File: config.mk
export PLATFORM = sky130hd
export DESIGN_NAME = isb_prefetch_ctrl
export DESIGN_NICKNAME = d
export VERILOG_FILES = /design/src/rtl/isb_pkg.sv /design/src/rtl/isb_slot.sv /design/src/rtl/isb_issue.sv /design/src/rtl/isb_prefetch_ctrl.sv
export SDC_FILE = /design/constraint.sdc
export NUM_CORES = 1
export LEC_CHECK = 0
export ABC_AREA = 1
export BUFFER_PORTS_ARGS = -buffer_cell sky130_fd_sc_hd__buf_4
export CAP_MARGIN = 15
export CORE_MARGIN = 4
export CORE_UTILIZATION = 37
export DETAILED_ROUTE_END_ITERATION = 12
export SKIP_LAST_GASP = 1
export SLEW_MARGIN = 20
export SYNTH_ARGS = -nofsm -noshare
export SYNTH_HDL_FRONTEND = slang
export SYNTH_SLANG_ARGS = --single-unit
export TNS_END_PERCENT = 30
File: constraint.sdc
create_clock -name clk -period 3.7 [get_ports clk]
set_input_delay 0.37 -clock clk [delete_from_list [all_inputs] [get_ports clk]]
set_output_delay 0.37 -clock clk [all_outputs]
set_load 0.03 [all_outputs]
File: src/rtl/isb_pkg.sv
package isb_pkg;
  // Destination of the response beat at the head of the lower-level return stream.
  typedef enum logic [1:0] {
    RSP_NONE     = 2'd0,
    RSP_DROP     = 2'd1,
    RSP_DEMAND   = 2'd2,
    RSP_PREFETCH = 2'd3
  } rsp_kind_e;
endpackage

File: src/rtl/isb_slot.sv
module isb_slot #(
  parameter int ADDR_W = 12,
  parameter int DATA_W = 32
) (
  input  logic              clk,
  input  logic              rst,
  input  logic              arm,
  input  logic [ADDR_W-1:0] arm_blk,
  input  logic              load,
  input  logic [DATA_W-1:0] load_data,
  output logic              vld,
  output logic              pend,
  output logic [ADDR_W-1:0] blk,
  output logic [DATA_W-1:0] data
);
  logic              vld_q, pend_q;
  logic [ADDR_W-1:0] blk_q;
  logic [DATA_W-1:0] data_q;

  // Arming (re)allocates the slot to a new block and wins over a load.
  always_ff @(posedge clk) begin
    if (rst) begin
      vld_q  <= 1'b0;
      pend_q <= 1'b0;
      blk_q  <= '0;
    end else if (arm) begin
      vld_q  <= 1'b1;
      pend_q <= 1'b1;
      blk_q  <= arm_blk;
    end else if (load) begin
      pend_q <= 1'b0;
    end
  end

  // Data storage carries no reset so it maps to plain registers or RAM.
  always_ff @(posedge clk) begin
    if (load && !arm) data_q <= load_data;
  end

  assign vld  = vld_q;
  assign pend = pend_q;
  assign blk  = blk_q;
  assign data = data_q;

  // a prefetch beat only lands in a slot that is waiting for it.
  p_load_pending_r7: assert property (@(posedge clk) disable iff (rst)
    (load && !arm) |-> (vld_q && pend_q));
endmodule

File: src/rtl/isb_issue.sv
module isb_issue #(
  parameter int ADDR_W = 12
) (
  input  logic              clk,
  input  logic              rst,
  input  logic              arm_dem,
  input  logic [ADDR_W-1:0] dem_blk,
  input  logic              arm_pf,
  input  logic [ADDR_W-1:0] pf_blk,
  input  logic              req_ready,
  output logic              req_valid,
  output logic [ADDR_W-1:0] req_blk,
  output logic              dem_sent,
  output logic              pf_sent,
  output logic              pf_queued
);
  logic              need_d, need_p;
  logic [ADDR_W-1:0] d_blk_q, p_blk_q;

  // Demand always goes out ahead of the prefetch.
  assign req_valid = need_d | need_p;
  assign req_blk   = need_d ? d_blk_q : p_blk_q;
  assign dem_sent  = need_d & req_ready;
  assign pf_sent   = ~need_d & need_p & req_ready;
  assign pf_queued = need_p;

  always_ff @(posedge clk) begin
    if (rst) begin
      need_d  <= 1'b0;
      need_p  <= 1'b0;
      d_blk_q <= '0;
      p_blk_q <= '0;
    end else begin
      if (arm_dem) begin
        need_d  <= 1'b1;
        d_blk_q <= dem_blk;
      end else if (dem_sent) begin
        need_d <= 1'b0;
      end
      if (arm_pf) begin
        need_p  <= 1'b1;
        p_blk_q <= pf_blk;
      end else if (pf_sent) begin
        need_p <= 1'b0;
      end
    end
  end

  // a new demand never overwrites one that has not been sent.
  p_no_rearm_dem_r2: assert property (@(posedge clk) disable iff (rst)
    arm_dem |-> !need_d);
endmodule

File: src/rtl/isb_prefetch_ctrl.sv
module isb_prefetch_ctrl #(
  parameter int ADDR_W = 12,
  parameter int DATA_W = 32
) (
  input  logic              clk,
  input  logic              rst,
  input  logic              miss_valid,
  input  logic [ADDR_W-1:0] miss_blk,
  output logic              stall,
  output logic              fill_valid,
  output logic [ADDR_W-1:0] fill_blk,
  output logic [DATA_W-1:0] fill_data,
  output logic              l2_req_valid,
  input  logic              l2_req_ready,
  output logic [ADDR_W-1:0] l2_req_blk,
  input  logic              l2_rsp_valid,
  input  logic [DATA_W-1:0] l2_rsp_data
);
  import isb_pkg::*;

  localparam logic [ADDR_W-1:0] BLK_STEP = ADDR_W'(1);

  logic              busy_q, stale_q, dem_out_q, wait_q;
  logic [ADDR_W-1:0] cur_blk_q;
  logic              fill_valid_q;
  logic [ADDR_W-1:0] fill_blk_q;
  logic [DATA_W-1:0] fill_data_q;

  logic              sb_vld, sb_pend;
  logic [ADDR_W-1:0] sb_blk;
  logic [DATA_W-1:0] sb_data;
  logic              dem_sent, pf_sent, pf_queued;

  rsp_kind_e         rsp_kind;
  logic              accept, sb_match, sb_ready_now, hit_ready, hit_wait, sb_miss;
  logic              wait_fill, arm_pf, pf_rsp, dem_rsp, fill_next;
  logic [ADDR_W-1:0] arm_blk;
  logic [DATA_W-1:0] sb_now_data;

  // Responses come back in issue order: discarded prefetches first, then the
  // demand, then the live prefetch.
  always_comb begin
    if (!l2_rsp_valid)  rsp_kind = RSP_NONE;
    else if (stale_q)   rsp_kind = RSP_DROP;
    else if (dem_out_q) rsp_kind = RSP_DEMAND;
    else                rsp_kind = RSP_PREFETCH;
  end

  assign pf_rsp       = (rsp_kind == RSP_PREFETCH);
  assign dem_rsp      = (rsp_kind == RSP_DEMAND);
  assign accept       = miss_valid & ~busy_q;
  assign sb_match     = sb_vld & (sb_blk == miss_blk);
  assign sb_ready_now = ~sb_pend | pf_rsp;
  assign sb_now_data  = sb_pend ? l2_rsp_data : sb_data;
  assign hit_ready    = accept & sb_match & sb_ready_now;
  assign hit_wait     = accept & sb_match & ~sb_ready_now;
  assign sb_miss      = accept & ~sb_match;
  assign wait_fill    = wait_q & pf_rsp;
  assign arm_pf       = hit_ready | wait_fill | sb_miss;
  assign arm_blk      = (wait_fill ? sb_blk : miss_blk) + BLK_STEP;
  assign fill_next    = hit_ready | wait_fill | dem_rsp;

  isb_slot #(.ADDR_W(ADDR_W), .DATA_W(DATA_W)) u_slot (
    .clk       (clk),
    .rst       (rst),
    .arm       (arm_pf),
    .arm_blk   (arm_blk),
    .load      (pf_rsp),
    .load_data (l2_rsp_data),
    .vld       (sb_vld),
    .pend      (sb_pend),
    .blk       (sb_blk),
    .data      (sb_data)
  );

  isb_issue #(.ADDR_W(ADDR_W)) u_issue (
    .clk       (clk),
    .rst       (rst),
    .arm_dem   (sb_miss),
    .dem_blk   (miss_blk),
    .arm_pf    (arm_pf),
    .pf_blk    (arm_blk),
    .req_ready (l2_req_ready),
    .req_valid (l2_req_valid),
    .req_blk   (l2_req_blk),
    .dem_sent  (dem_sent),
    .pf_sent   (pf_sent),
    .pf_queued (pf_queued)
  );

  always_ff @(posedge clk) begin
    if (rst) begin
      busy_q       <= 1'b0;
      stale_q      <= 1'b0;
      dem_out_q    <= 1'b0;
      wait_q       <= 1'b0;
      cur_blk_q    <= '0;
      fill_valid_q <= 1'b0;
    end else begin
      if (accept)            busy_q <= 1'b1;
      else if (fill_valid_q) busy_q <= 1'b0;
      if (accept) cur_blk_q <= miss_blk;
      // A prefetch already sent for an entry being discarded returns later
      // and must be dropped.
      if (sb_miss && sb_vld && sb_pend && !pf_rsp && (!pf_queued || pf_sent))
        stale_q <= 1'b1;
      else if (rsp_kind == RSP_DROP)
        stale_q <= 1'b0;
      if (dem_sent)     dem_out_q <= 1'b1;
      else if (dem_rsp) dem_out_q <= 1'b0;
      if (hit_wait)       wait_q <= 1'b1;
      else if (wait_fill) wait_q <= 1'b0;
      fill_valid_q <= fill_next;
    end
  end

  always_ff @(posedge clk) begin
    if (fill_next) begin
      fill_blk_q  <= hit_ready ? miss_blk : (wait_fill ? sb_blk : cur_blk_q);
      fill_data_q <= hit_ready ? sb_now_data : l2_rsp_data;
    end
  end

  assign stall      = busy_q;
  assign fill_valid = fill_valid_q;
  assign fill_blk   = fill_blk_q;
  assign fill_data  = fill_data_q;

  // stall protocol around each miss.
  p_stall_after_accept_r9: assert property (@(posedge clk) disable iff (rst)
    accept |=> stall);
  p_stall_held_r9: assert property (@(posedge clk) disable iff (rst)
    (stall && !fill_valid) |=> stall);
  p_fill_under_stall_r9: assert property (@(posedge clk) disable iff (rst)
    fill_valid |-> stall);
  p_release_after_fill_r9: assert property (@(posedge clk) disable iff (rst)
    fill_valid |=> !stall);
  // a ready buffer hit fills on the next cycle with the missed block.
  p_ready_hit_fill_r5: assert property (@(posedge clk) disable iff (rst)
    hit_ready |=> (fill_valid && fill_blk == $past(miss_blk)));
  // every discarded response has drained before another miss is taken.
  p_no_stale_at_accept_r8: assert property (@(posedge clk) disable iff (rst)
    accept |-> !stale_q);
  // a prefetch beat always has a pending buffer slot to land in.
  p_pf_rsp_target_r4: assert property (@(posedge clk) disable iff (rst)
    pf_rsp |-> (sb_vld && sb_pend));
endmodule

# == After elaboration in Yosys (flattened, before gate mapping) ==
# Cells that the tools add are included.
# totals
reg_bits,121
out_inout_bits,59
# classes
n_mux,23
n_reduce_logical,16
n_addsub,1
n_bitwise,20
eq_ne,4
# ops
op,n
2-to-1 mux 32 bit,2
2-to-1 mux 12 bit,4
2-to-1 mux 1 bit,15
nonzero test 2 bit,7
"adder 12 x 1 -> 12 bit, second input constant",1
equality test 12 bit,1
bitwise AND 1 bit,10
logical AND 1 bit,5
inverter 1 bit,5
bitwise OR 1 bit,5
"equality test 2 bit, second input constant",2
2-to-1 mux 2 bit,2
zero test 1 bit,3
"equality test 2 x 1 -> 1 bit, second input constant",1
logical OR 1 bit,1

# == Logic depth before layout (Yosys ltp) ==
# logic_depth
depth_word,10
depth_mapped,14

# == By module ==
# A second synthesis with hierarchy kept.
# hier_totals
hier_cells,732
area_unflattened_um2,6362.4
# by_module_without_submodules
mod,area_per_inst_um2,seq_area_each_um2,instances,cells_per_inst
isb_prefetch_ctrl,3629.7,1661.6,1,456
isb_slot,1541.5,1241.2,1,119
isb_issue,1191.1,520.5,1,157

# == Worst setup path before layout ==
# No wires, ideal clock.
# synth_path
path_type,register to register
start,reg dem_out_q
end,reg fill_blk_q[0] (netlist: fill_blk[0]) (enable)
slack_ns,0.576
arrival_time_ns,2.665
setup_time_ns,0.459
stages_incl_launch_ff,3
path_cell_list,dfxtp_1 inv_2 o211ai_1
# synth_via
elab_chain_len,8
word_cells_on_any_way,10
classes_between,eq/ne (2); mux (3); bitwise (5)
# synth_lines
item,line,source
from (decl),isb_prefetch_ctrl.sv:23,"logic busy_q, stale_q, dem_out_q, wait_q;"
from (signal assigned),isb_prefetch_ctrl.sv:95,dem_out_q <= 1'b0;
from (signal assigned),isb_prefetch_ctrl.sv:109,if (dem_sent) dem_out_q <= 1'b1;
from (signal assigned),isb_prefetch_ctrl.sv:110,else if (dem_rsp) dem_out_q <= 1'b0;
2-to-1 mux 1 bit (*),isb_prefetch_ctrl.sv:45,else if (dem_out_q) rsp_kind = RSP_DEMAND;
2-to-1 mux 2 bit (*),isb_prefetch_ctrl.sv:44,else if (stale_q) rsp_kind = RSP_DROP;
2-to-1 mux 2 bit (*),isb_prefetch_ctrl.sv:43,if (!l2_rsp_valid) rsp_kind = RSP_NONE;
equality test 2 bit,isb_prefetch_ctrl.sv:49,assign pf_rsp = (rsp_kind == RSP_PREFETCH);
bitwise OR 1 bit,isb_prefetch_ctrl.sv:53,assign sb_ready_now = ~sb_pend | pf_rsp;
bitwise AND 1 bit,isb_prefetch_ctrl.sv:55,assign hit_ready = accept & sb_match & sb_ready_now;
bitwise OR 1 bit,isb_prefetch_ctrl.sv:61,assign fill_next = hit_ready | wait_fill | dem_rsp;
bitwise OR 1 bit (*),isb_prefetch_ctrl.sv:61,
named net fill_next,isb_prefetch_ctrl.sv:36,"logic wait_fill, arm_pf, pf_rsp, dem_rsp, fill_next;"
to (signal assigned),isb_prefetch_ctrl.sv:119,fill_blk_q <= hit_ready ? miss_blk : (wait_fill ? sb_blk : cur_blk_q);
to (decl),isb_prefetch_ctrl.sv:26,logic [ADDR_W-1:0] fill_blk_q;
# The timed path passes the listed nets; every way through them passes the cells marked *.
# A chain may end at the register's enable or synchronous reset.

# == Final worst setup path ==
# layout_path
start,reg stale_q
end,reg u_slot.data_q[27] (netlist: u_slot.data[27]) (enable)
# layout_via
elab_chain_len,9
word_cells_on_any_way,10
classes_between,eq/ne (1); mux (2); bitwise (5); reduce/logical (2)
# layout_lines
item,line,source
from (decl),isb_prefetch_ctrl.sv:23,
from (signal assigned),isb_prefetch_ctrl.sv:94,stale_q <= 1'b0;
from (signal assigned),isb_prefetch_ctrl.sv:106,stale_q <= 1'b1;
from (signal assigned),isb_prefetch_ctrl.sv:108,stale_q <= 1'b0;
2-to-1 mux 2 bit (*),isb_prefetch_ctrl.sv:44,
2-to-1 mux 2 bit (*),isb_prefetch_ctrl.sv:43,
equality test 2 bit (*),isb_prefetch_ctrl.sv:49,
bitwise OR 1 bit,isb_prefetch_ctrl.sv:53,
bitwise AND 1 bit,isb_prefetch_ctrl.sv:55,
bitwise OR 1 bit (2 in series),isb_prefetch_ctrl.sv:59,assign arm_pf = hit_ready | wait_fill | sb_miss;
zero test 1 bit,isb_slot.sv:37,if (load && !arm) data_q <= load_data;
logical AND 1 bit (*),isb_slot.sv:37,
to (signal assigned),isb_slot.sv:37,
to (decl),isb_slot.sv:18,logic [DATA_W-1:0] data_q;
# Mark *: on every way between the ends. The rest lies on a longest branch, timed or not.

==> metrics.log <==
[metrics] outcome: finished, final reports clean
[metrics] Reg2Reg Setup Slack: between 1 and 1.5 ns
[metrics] CTS clock-pin slew for the worst setup and hold paths: 0.06 ns
[metrics] kind of critical path: flop to flop
[metrics] highest ir drop seen on vdd: between 0.3 and 0.4 mV
[metrics] global route total overflow: 0
[metrics] TritonCTS buffer count: 17
[metrics] number of nets with antenna violations after routing: 0
[metrics] Highest Clock Rate: ~0.39 GHz
[metrics] area occupied by multi-input gates: about 2000 µm²
[metrics] nets in the synthesized netlist: around 700
[metrics] cell taking the most area after synthesis: edfxtp_1
[metrics] post-CTS setup buffer count: 0
[metrics] post-layout instance count excluding filler cells: 938
[metrics] cell total after placement: between 900 and 1000
[metrics] Seq. cell area: 3180 µm²
[metrics] total of hold buffers inserted after clock tree synthesis: 0
[metrics] fraction of post-synthesis cell area in the top cell type by area: 40.9%
[metrics] Worst Path Max Fanout: 32
[metrics] setup clock skew after layout: about 0.012 ns
[metrics] CTS tree: done
[metrics] count of inserted antenna diode cells: 0
[metrics] Fillers: 1372
[metrics] Worst setup EP type: flop
[metrics] count of input and output buffers: 107
[metrics] Setup violations, final: 0
[metrics] worst-case headroom to the max-slew limit: 34.5%
[metrics] largest cells by area after synthesis: edfxtp_1 (41%), dfxtp_1 (16%), nand2_1 (12%)
[metrics] DR iter-0 viols: 362
[metrics] signed area change from the synthesized netlist to the final layout: 28.5%
[metrics] worst hold-check path type: input port to flop
[metrics] routed wire length per instance: 16.3 µm
[metrics] I/O Pins: 108
[metrics] total power consumption of the routed design: 3.77 mW
[metrics] required time at the endpoint of the critical path: 3.73 ns
[metrics] number of distinct library cells after synthesis: 30
[metrics] post-detailed-routing wire length: between 15000 and 20000 µm
[metrics] Sum Neg Setup Slack: 0 ns
[metrics] number of cells on the worst hold path: 1
[metrics] kind of start point of the critical path: flop
[metrics] number of design rule violations left after detail routing: 0
[metrics] share of cells above drive strength 1: 23.3%
[metrics] number of nets at the end of the flow: ~790
[metrics] floorplan die width: around 130 µm
[metrics] number of hold violations in the final report: 0
[metrics] # clock sinks: between 100 and 150
[metrics] Resized cells post-CTS: 0
[metrics] antenna violations before repair: 0
[metrics] Crit Reg-Reg Endpoint: u_slot.data[27]
[metrics] post-synthesis average cell area: around 8.8 µm²
[metrics] Vias per Instance: 5.03
[metrics] maxcap violations: 0
[metrics] FP Rows: 44
[metrics] number of pins with negative max-slew slack in the final report: 0
[metrics] setup repair after global routing missed its margin: false
[metrics] maximum number of pins on one net before global-route repair: 46
[metrics] pin slew with the least headroom to its limit: just under 1 ns
[metrics] HPWL Detailed: 10900 µm
[metrics] cell at the root of the clock tree: clkbuf_16
[metrics] Lkg Pwr: approximately 3.2 nW
[metrics] synthesized netlist cell count: 637
[metrics] Initial DRT Pass Iterations: 5
[metrics] Critical Path AT: 2.61 ns
[metrics] warning count from the yosys run: 0
[metrics] gpl congestion: 1.02
[metrics] worst reg2reg path startpoint: stale_q
[metrics] CTS H-tree lvls: 4
[metrics] height of the chip: ~130 µm
[metrics] placeable core region: roughly 15000 µm²
[metrics] min Tclk post-route: 2.58 ns
[metrics] Worst R2R Path Depth: 8
[metrics] die area: roughly 17000 µm²
[metrics] endpoint with the worst hold slack: u_slot.data[1]
[metrics] routed vias: 4717
[metrics] ratio of final minimum period to clock period: 69.7%
[metrics] power density over the cells: 525 nW/µm²
[metrics] area of placed instances: 6530 µm²
[metrics] via count of the first global-routing pass: around 4600
[metrics] initial cell density of the core: 38.1%
[metrics] Clk Latency, worst-skew pair: 0.41 ns
[metrics] Non-Filler Cell Area, Final: 7180 µm²
[metrics] worst min-delay path startpoint: l2_rsp_data[1]
[metrics] wire length of the first global-routing pass: approximately 24000 µm
[metrics] post-synthesis register bit count: about 120
[metrics] netlist area before placement: 5590 µm²
[metrics] sequential-to-total area share from yosys stat: 57.0%
[metrics] Longest Clk Path Bufs: 2
[metrics] total track usage: ~18%
-- cell type report --
type	instances	share of cell area [%]
flip-flops and latches	121	44.3
multi-input cells	420	27.8
repair buffers	114	12.1
clock buffers	18	5.98
inverters	67	3.50
well taps	184	3.21
clock inverters	14	3.10
-- stage by stage --
stage | hold slack (ns) | worst slack, ns | utilization [%]
2_1_floorplan | 0.430 | 0.576 | -
3_3_place_gp | 0.453 | 1.09 | 44.6
3_5_place_dp | 0.464 | 1.10 | 44.6
4_1_cts | 0.123 | 1.12 | 49.0
5_1_grt | 0.122 | 0.890 | 49.0
6_report | 0.136 | 1.12 | 49.0
-- kinds of logic after synthesis --
kind of cell	share of synthesized area [%]
adder cells (fa/ha/maj)	0.224
flip-flops	57.0
AND/OR/NAND/NOR	26.5
XOR/XNOR	1.10
AO/OA/AOI/OAI	7.79
buffers and inverters	7.46
-- per-layer routing --
| metal | wire, µm | global-route usage (%) | up-vias |
|---|---|---|---|
| met5 | 0 | 0 | - |
| li1 | - | - | 2320 |
| met1 | 6760 | 24.3 | 2149 |
| met3 | 1180 | 4.67 | 31 |
| met4 | 457 | 8.29 | 0 |
| met2 | 6930 | 28.6 | 217 |
-- Yosys cell counts (all sizes together) --
cell type,count
clkbuf,14
dfxtp,45
nand3,60
a21oi,17
o21ai,43
ha,1
o211ai,7
nor2,70
xor2,5
nand2,186
a211oi,11
edfxtp,76
inv,67
nor3,3
nand3b,1
nand4,14
xnor2,2
buf,15
-- cells in the final DEF (no fill, tap or decap), drive strengths merged, types with 3 or more instances in the layout --
master  instances
xor2            5
nor3            3
a21oi          17
clkinv          6
buf           114
dfxtp          45
inv            68
clkbuf         18
nand3          60
o211ai          7
nor2           70
nand2         186
edfxtp         76
bufinv          5
o21ai          43
nand4          14
a211oi         11
-- worst max-delay path: stages (launching register included) --
cell and delay (ns):
dfxtp_1 0.39, inv_1 0.07, nand2_2 0.10, nor2_4 0.09, inv_2 0.13, nand2_2 0.16, nand4_2 0.27, nand3_2 0.24
nor2_4 0.71
-- flip-flops by register name (all words and copies together), names as in the netlist, 12 cells and up --
signal           count
cur_blk_q           12
fill_blk            12
fill_data           32
u_issue.d_blk_q     12
u_issue.p_blk_q     12
u_slot.data         32
-- power breakdown --
part           switching (mW)  internal, mW
clock                   0.611          1.20
combinational           0.265         0.142
sequential             0.0417          1.51
total                   0.918          2.85
-- worst max-delay path by stage --
| stage | from | to | slack, ns | cells past startpoint |
|---|---|---|---|---|
| 5_1_grt | u_issue.p_blk_q[5] | u_slot.data[27] | 0.89 | 10 |
| 2_1_floorplan | dem_out_q | fill_blk[0] | 0.58 | 2 |
| 6_report | stale_q | u_slot.data[27] | 1.12 | 8 |
| 3_3_place_gp | miss_valid | fill_blk[1] | 1.09 | 10 |
| 4_1_cts | u_issue.p_blk_q[5] | u_slot.data[27] | 1.12 | 10 |
| 3_5_place_dp | l2_rsp_valid | u_slot.data[27] | 1.10 | 8 |
(Power assumes the default switching activity.)
